File: config.mk
export PLATFORM = sky130hd
export DESIGN_NAME = rst_ctl_seq
export DESIGN_NICKNAME = d
export VERILOG_FILES = /design/src/rtl/rst_ctl_seq.sv
export SDC_FILE = /design/constraint.sdc
export NUM_CORES = 1
export LEC_CHECK = 0
export ABC_CLOCK_PERIOD_IN_PS = 5500
export BUFFER_PORTS_ARGS = -buffer_cell sky130_fd_sc_hd__buf_2
export CAP_MARGIN = 20
export CORE_MARGIN = 3
export CORE_UTILIZATION = 35
export DETAILED_ROUTE_END_ITERATION = 12
export SYNTH_ARGS = -nofsm -noshare
export SYNTH_HDL_FRONTEND = slang
export SYNTH_SLANG_ARGS = --single-unit
export TNS_END_PERCENT = 20
File: constraint.sdc
create_clock -name clk -period 5.5 [get_ports clk]
set_input_delay 0.55 -clock clk [delete_from_list [all_inputs] [get_ports clk]]
set_output_delay 0.55 -clock clk [all_outputs]
set_load 0.02 [all_outputs]
File: src/rtl/rst_ctl_seq.sv
module rst_ctl_seq #(
  parameter int ADDR_W    = 16,
  parameter logic [ADDR_W-1:0] REG_ADDR = 16'h0CF9,
  parameter int INIT_CYC  = 16,
  parameter int HARD_CYC  = 250_000,
  parameter int PWR_CYC   = 1_000_000_000,
  parameter int WDT_LIMIT = 2
) (
  input  logic              clk,
  input  logic              rst_n,
  input  logic              pwr_ok,
  input  logic [ADDR_W-1:0] io_addr,
  input  logic [7:0]        io_wdata,
  input  logic              io_wr,
  input  logic              io_rd,
  output logic [7:0]        io_rdata,
  input  logic              wdt_tmo,
  input  logic              rst_btn_n,
  output logic              init_n,
  output logic              plt_rst_n,
  output logic              sus_stat_n,
  output logic              slp_s3_n,
  output logic              slp_s4_n,
  output logic              slp_s5_n
);
  localparam int MAXC = (PWR_CYC > HARD_CYC) ? ((PWR_CYC > INIT_CYC) ? PWR_CYC : INIT_CYC)
                                             : ((HARD_CYC > INIT_CYC) ? HARD_CYC : INIT_CYC);
  localparam int CW = $clog2(MAXC + 1);
  localparam int WW = $clog2(WDT_LIMIT + 1);

  typedef enum logic [1:0] {IDLE, SOFT, PCYC, HARD} st_t;
  st_t st;
  logic [CW-1:0] cnt;
  logic [WW-1:0] wdt_cnt;
  logic full_q, trig_q, hsel_q, pwr_q, btn_q;

  wire hit      = (io_addr == REG_ADDR);
  wire wr_hit   = io_wr & hit;
  wire idle     = (st == IDLE);
  wire sw_go    = idle & wr_hit & io_wdata[2] & ~trig_q;
  wire wdt_fire = wdt_tmo & (wdt_cnt == WW'(WDT_LIMIT - 1));
  wire ext_go   = idle & ((pwr_q & ~pwr_ok) | (btn_q & ~rst_btn_n) | wdt_fire);
  wire eff_full = wr_hit ? io_wdata[3] : full_q;

  always_ff @(posedge clk or negedge rst_n) begin
    if (!rst_n) begin
      st      <= IDLE;
      cnt     <= '0;
      wdt_cnt <= '0;
      full_q  <= 1'b0;
      trig_q  <= 1'b0;
      hsel_q  <= 1'b0;
      pwr_q   <= 1'b0;
      btn_q   <= 1'b0;
    end else begin
      pwr_q <= pwr_ok;
      btn_q <= rst_btn_n;
      if (wr_hit) {full_q, trig_q, hsel_q} <= io_wdata[3:1];
      if (idle && wdt_tmo) wdt_cnt <= wdt_fire ? '0 : wdt_cnt + 1'b1;
      case (st)
        IDLE: begin
          if (sw_go && !io_wdata[1]) begin
            st  <= SOFT;
            cnt <= CW'(INIT_CYC - 1);
          end else if (sw_go || ext_go) begin
            st  <= eff_full ? PCYC : HARD;
            cnt <= eff_full ? CW'(PWR_CYC - 1) : CW'(HARD_CYC - 1);
          end
        end
        SOFT: begin
          if (cnt == '0) st <= IDLE;
          else cnt <= cnt - 1'b1;
        end
        PCYC: begin
          if (cnt == '0) begin
            st  <= HARD;
            cnt <= CW'(HARD_CYC - 1);
          end else cnt <= cnt - 1'b1;
        end
        HARD: begin
          if (cnt == '0) begin
            st      <= IDLE;
            full_q  <= 1'b0;
            trig_q  <= 1'b0;
            hsel_q  <= 1'b0;
            wdt_cnt <= '0;
          end else cnt <= cnt - 1'b1;
        end
        default: st <= IDLE;
      endcase
    end
  end

  assign init_n     = (st != SOFT);
  assign plt_rst_n  = ~((st == HARD) | (st == PCYC));
  assign sus_stat_n = plt_rst_n;
  assign slp_s3_n   = (st != PCYC);
  assign slp_s4_n   = slp_s3_n;
  assign slp_s5_n   = slp_s3_n;
  assign io_rdata   = (io_rd && hit) ? {~idle, 3'b000, full_q, trig_q, hsel_q, 1'b0} : 8'h00;


  init_plt_excl_chk: assert property (@(posedge clk) disable iff (!rst_n)
    !(!init_n && !plt_rst_n));


  slp_in_hard_chk: assert property (@(posedge clk) disable iff (!rst_n)
    !slp_s3_n |-> (!plt_rst_n && !sus_stat_n));


  slp_match_chk: assert property (@(posedge clk) disable iff (!rst_n)
    (slp_s3_n == slp_s4_n) && (slp_s4_n == slp_s5_n));


  soft_start_chk: assert property (@(posedge clk) disable iff (!rst_n)
    (idle && io_wr && hit && io_wdata[2] && !io_wdata[1] && !trig_q) |=> !init_n);


  hard_clear_chk: assert property (@(posedge clk) disable iff (!rst_n)
    $rose(plt_rst_n) |-> (!full_q && !trig_q && !hsel_q));
endmodule

==> flow_summary.ini, run 1 <==
[route]
ant_nets = 0
drc = 0
drtIter0Drc = 153
vias_per_cell = 5.45
vias = 2235
met2_wirelength_um = 2830
top_layer_used = met4
route.met3.wl_um = 239
finalWirelength_um = 5930
wl_met1_um = 2800
wire_per_inst_um = 14.5
dr.pass1.iters = 4

[placed_design]
placed_cell_area_um2 = 2650
dp_slack_ns = 2.37
place_hpwl_um = 4160
io_buffers = 35
gp_congestion = 0.816

[setup_path]
setup.worst_path.start_class = flip-flop
setup.worst_path.class = flip-flop to flip-flop
crit_fanout = 11
worstSetupEndpointType = flip-flop
r2r_start = cnt[7]
cp_data_required_time_ns = 5.69
cp-startpoint = cnt[7]
crit_arrival_ns = 3.09

[power]
leakage_nw = 1.27
power_mw = 0.525
p_per_area_nw_per_um2 = 191
ir_worst_vdd_mv = 0.0740

[die]
initial_core_util_pct = 37.4
die_area_um2 = 8060
pin_count = 45
fp-row-count = 29
fp.dieH_um = 89.8
core-area_um2 = 6570
fp.dieW_um = 89.8

[global_route]
grt_pass1_vias = 2149
grt_antenna_before_repair = 0
grt_pass1_wl_um = 10300
grt_max_degree = 40
track_usage_pct = 15.1
overflow = 0

[timing]
finalSetupViolCount = 0
fin_crit_sh_pct = 52.7
tightest_slew_ns = 0.913
rsz0062_at_grt = no
period_needed_ns = 2.90
hold_viol = 0
fmax_mhz = 345
setup_tns_ns = 0
fin_ws_ns = 2.60
drv_slew = 0
skew_ns = 0.00457
slew_headroom_pct = 39.1

[synth]
ys_seq_area_share_pct = 39.8
synth_largest_area_cell = dfrtp_1
ys_warn_count = 0
synth_flop_cell = dfrtp_1
synthArstFlopShare_pct = 100
synth_area_leaders = dfrtp_1 (40%), a21oi_1 (4.7%), o21ai_0 (4.7%)
ys_ff_latch = 39
yosysTopAreaCellShare_pct = 39.8
ys_top_cells_by_count = dfrtp_1 (39), nor2_1 (27), a21oi_1 (23), o21ai_0 (23), nor3_1 (20)
ys_types = 53
synthMostInstantiatedCell = dfrtp_1
synth-edff-count = 0
avgSynthCellArea_um2 = 8.47
synthCells = 290
synth_area_um2 = 2450

[clock_tree]
numCtsBuffers = 5
clock_path_buffers = 2
post-cts-setup-buffers = 0
cts-htree-levels = 2
cts_hold_buf = 0
cts_tree = built
cts.sinks = 39
clk_latency_ns = 0.29
cts-root-buf = clkbuf_8
cts-resized-gates = 0
cts.clk_slew.worst_paths_ns = 0.08

[worst_hold_path]
hp-class = primary input to flip-flop
hp-start = pwr_ok

[status]
run_status = finished, final reports clean

[finish]
final_cell_area_um2 = 2750
post-route-util_pct = 41.9
area_growth_pct = 12.2
drive_above_1_share_pct = 17.7
nFillCells = 667
nets = 349
antennaDiodeCount = 0

[flow_run]
cap_violations = 0
==> worst max-delay path: stages, from the launching register on <==
cell and delay (ns):
dfrtp_1 0.42, nor4_2 0.57, nor3b_1 0.54, a41oi_1 0.46, buf_4 0.33, o31ai_1 0.08, a21oi_1 0.10, a311oi_1 0.29
==> final cells by class <==
type                            count  area [um2]  share of cell area [%]
Multi-Input combinational cell    222        1330                    48.3
Sequential cell                    39         976                    35.4
Timing Repair Buffer               37         190                    6.91
Tap cell                           93         116                    4.23
Clock buffer                        8         100                    3.63
Inverter                           11        41.3                    1.50
==> cell families (layout without fill, tap and decap cells) <==
| kind of cell | after synthesis | in the layout | synth area share, % |
|---|---|---|---|
| simple gates | 130 | 130 | 30.8 |
| compound gates | 76 | 76 | 18.0 |
| flops | 39 | 39 | 39.8 |
| xor+xnor | 8 | 8 | 2.85 |
| fa+ha+maj | 2 | 2 | 1.02 |
| buf+inv | 32 | 56 | 6.52 |
| other cells | 1 | 4 | 0.153 |
| mux | 2 | 2 | 0.866 |
==> power breakdown <==
group,switching (mW),leakage [nW],internal (mW)
clock,0.102,0.0515,0.115
combinational,0.0127,0.729,0.00821
sequential,0.000184,0.494,0.287
==> state kept, by name, indices dropped and copies added, names as in the netlist <==
name,count
cnt,30
st,2
wdt_cnt,2
btn_q,1
full_q,1
hsel_q,1
pwr_q,1
trig_q,1
==> through the flow <==
stage	hold WS, ns	instances
global placement	0.491	402
finish	0.374	410
CTS	0.373	410
floorplan	0.254	293
global route	0.360	410
detailed placement	0.498	402
==> placed cells by master (no fill, tap or decap), drive strengths merged, types with 7 or more instances in the layout <==
master	count
buf	37
nand3	11
nand2	20
a31oi	7
xor2	7
nor3	21
a21oi	23
clkbuf	8
inv	11
and3	9
dfrtp	39
o21ai	30
nor2	27
==> path summary, 6_finish.rpt <==
kind | end | slack (ns) | cells past startpoint
setup / recovery | cnt[17] | 2.60 | 7
hold / removal | pwr_q | 0.37 | 1
setup reg to reg | cnt[17] | 2.60 | 7
hold reg to reg | cnt[20] | 0.51 | 2
max in group asynchronous | cnt[13] | 4.54 | 1
min in group asynchronous | cnt[25] | 0.38 | 1
==> per-layer routing <==
layer,up-vias,GRT usage [%]
li1,1098,-
met1,1081,20.3
met2,51,25.0
met3,5,3.34
met4,0,3.32
met5,-,0
Power figures use the tool's default switching activity.
==> run 2: changes to the inputs <==
- ABC_CLOCK_PERIOD_IN_PS: 5500 -> 2900
- clock period: 5.5 -> 2.9 ns (I/O delays scaled with it)
==> flow_summary.ini, run 2 (synthesis results as in run 1) <==
[setup_path]
setup.worst_path.class = flip-flop to flip-flop
worstRegToRegCells = 6
crit_fanout = 9
r2r_start = cnt[16]
cp-startpoint = cnt[16]
worst_path_largest_cell_delay_ns = 0.69
crit_arrival_ns = 2.79
crit_buf_inv = 0
cpMaxStageDelayCell = or4_1
worstSetupEndpointType = flip-flop
worstPathCellList = or4_1 -> nor4b_4 -> nand4_2 -> and2_0 -> a21oi_1 -> a311oi_1
path_delay_family = simple AND/OR/NAND/NOR gates
setup.worst_path.start_class = flip-flop
reg2reg_slack_ns = 0.26
cp_data_required_time_ns = 3.05
path_depth = 6

[clock_tree]
cts-resized-gates = 0
clock_path_buffers = 2
cts_tree = built
cts.sinks = 39
clk_latency_ns = 0.29
cts-root-buf = clkbuf_8
numCtsBuffers = 5
post-cts-setup-buffers = 0
cts-htree-levels = 2
cts.clk_slew.worst_paths_ns = 0.08
cts_hold_buf = 0

[timing]
fin_crit_sh_pct = 91.0
rsz0062_at_grt = no
finalSetupViolCount = 0
slew_headroom_pct = 40.5
holdWs_ns = 0.113
hold_viol = 0
skew_ns = 0.0106
drv_slew = 0
tightest_slew_ns = 0.892
setup_tns_ns = 0
fin_ws_ns = 0.262
fmax_mhz = 379
period_needed_ns = 2.64

[route]
wire_per_inst_um = 14.2
drtIter0Drc = 171
dr.pass1.iters = 4
finalWirelength_um = 5960
ant_nets = 0
drc = 0
vias = 2280
vias_per_cell = 5.43

[power]
p_sw_share_pct = 21.8
clockPowerShare_pct = 38.8
seqPwrFrac_pct = 57.1
power_mw = 0.955
leakage_nw = 1.33
p_sw_mw = 0.208
p_per_area_nw_per_um2 = 338
p_int_mw = 0.747
ir_worst_vdd_mv = 0.141
comb_power_share_pct = 4.1

[placed_design]
placed_cell_area_um2 = 2740
io_buffers = 35
place_hpwl_um = 4440
gp_congestion = 0.839
place_inst = 413
dp_slack_ns = 0.256

[finish]
reg.largest.list = cnt: 30 flops, st: 2 flops, wdt_cnt: 2 flops
final_cell_mix = dfrtp_1 (39), buf_2 (35), nor2_1 (27)
stdcell_count = 420
regMostFlops = cnt
final_common_cell = dfrtp_1
final_cell_area_um2 = 2820
drive_above_1_share_pct = 20.5
nets = 360
post-route-util_pct = 43.0
antennaDiodeCount = 0
nFillCells = 647
area_growth_pct = 15.0
largest_reg_flops = 30

[die]
initial_core_util_pct = 37.4
die_area_um2 = 8060
fp-row-count = 29
pin_count = 45
core-area_um2 = 6570
fp.dieH_um = 89.8
fp.dieW_um = 89.8

[global_route]
grt_pass1_wl_um = 10200
grt_max_degree = 40
track_usage_pct = 15.3
grt_pass1_vias = 2046
overflow = 0
grt_antenna_before_repair = 0

[flow_run]
cap_violations = 0

[worst_hold_path]
hp-class = primary input to async pin

[status]
run_status = finished, final reports clean
-- run 2: cell count changes in the layout (fill, tap and decap cells not counted), sizes merged --
cell / previous run / this run
buf: 37 / 48
clkbuf: 8 / 6
clkinv: 0 / 1
-- run 2: layer usage --
| metal | vias to the layer above | share of wire, % | global-route usage (%) |
|---|---|---|---|
| met2 | 61 | 46 | 24.2 |
| met1 | 1095 | 47 | 21.5 |
| li1 | 1119 | - | - |
| met5 | - | 0 | 0 |
| met3 | 5 | 5.4 | 3.17 |
| met4 | 0 | 1.1 | 3.83 |
-- run 2: power groups by stage --
stage | sequential, mW | combinational (mW) | clock (mW)
finish | 0.545 | 0.0394 | 0.371
global route | 0.545 | 0.0454 | 0.410
CTS | 0.545 | 0.0410 | 0.383
detailed placement | 0.556 | 0.0409 | 0
global placement | 0.556 | 0.0402 | 0
floorplan | 0.556 | 0.0146 | 0
-- run 2: area by class of cell --
class	count	area (um2)	share of cell area (%)
multi-input combinational	222	1330	47.1
sequential	39	976	34.6
timing repair buffer	48	273	9.66
tap	93	116	4.12
clock buffer	6	82.6	2.92
inverter	11	41.3	1.46
clock inverter	1	5.00	0.177
-- run 2: final timing paths --
kind / to
min reg2reg: cnt[17]
max reg2reg: cnt[17]
min: cnt[22]
max: cnt[17]
min in group clk: pwr_q
max in group asynchronous: cnt[4]
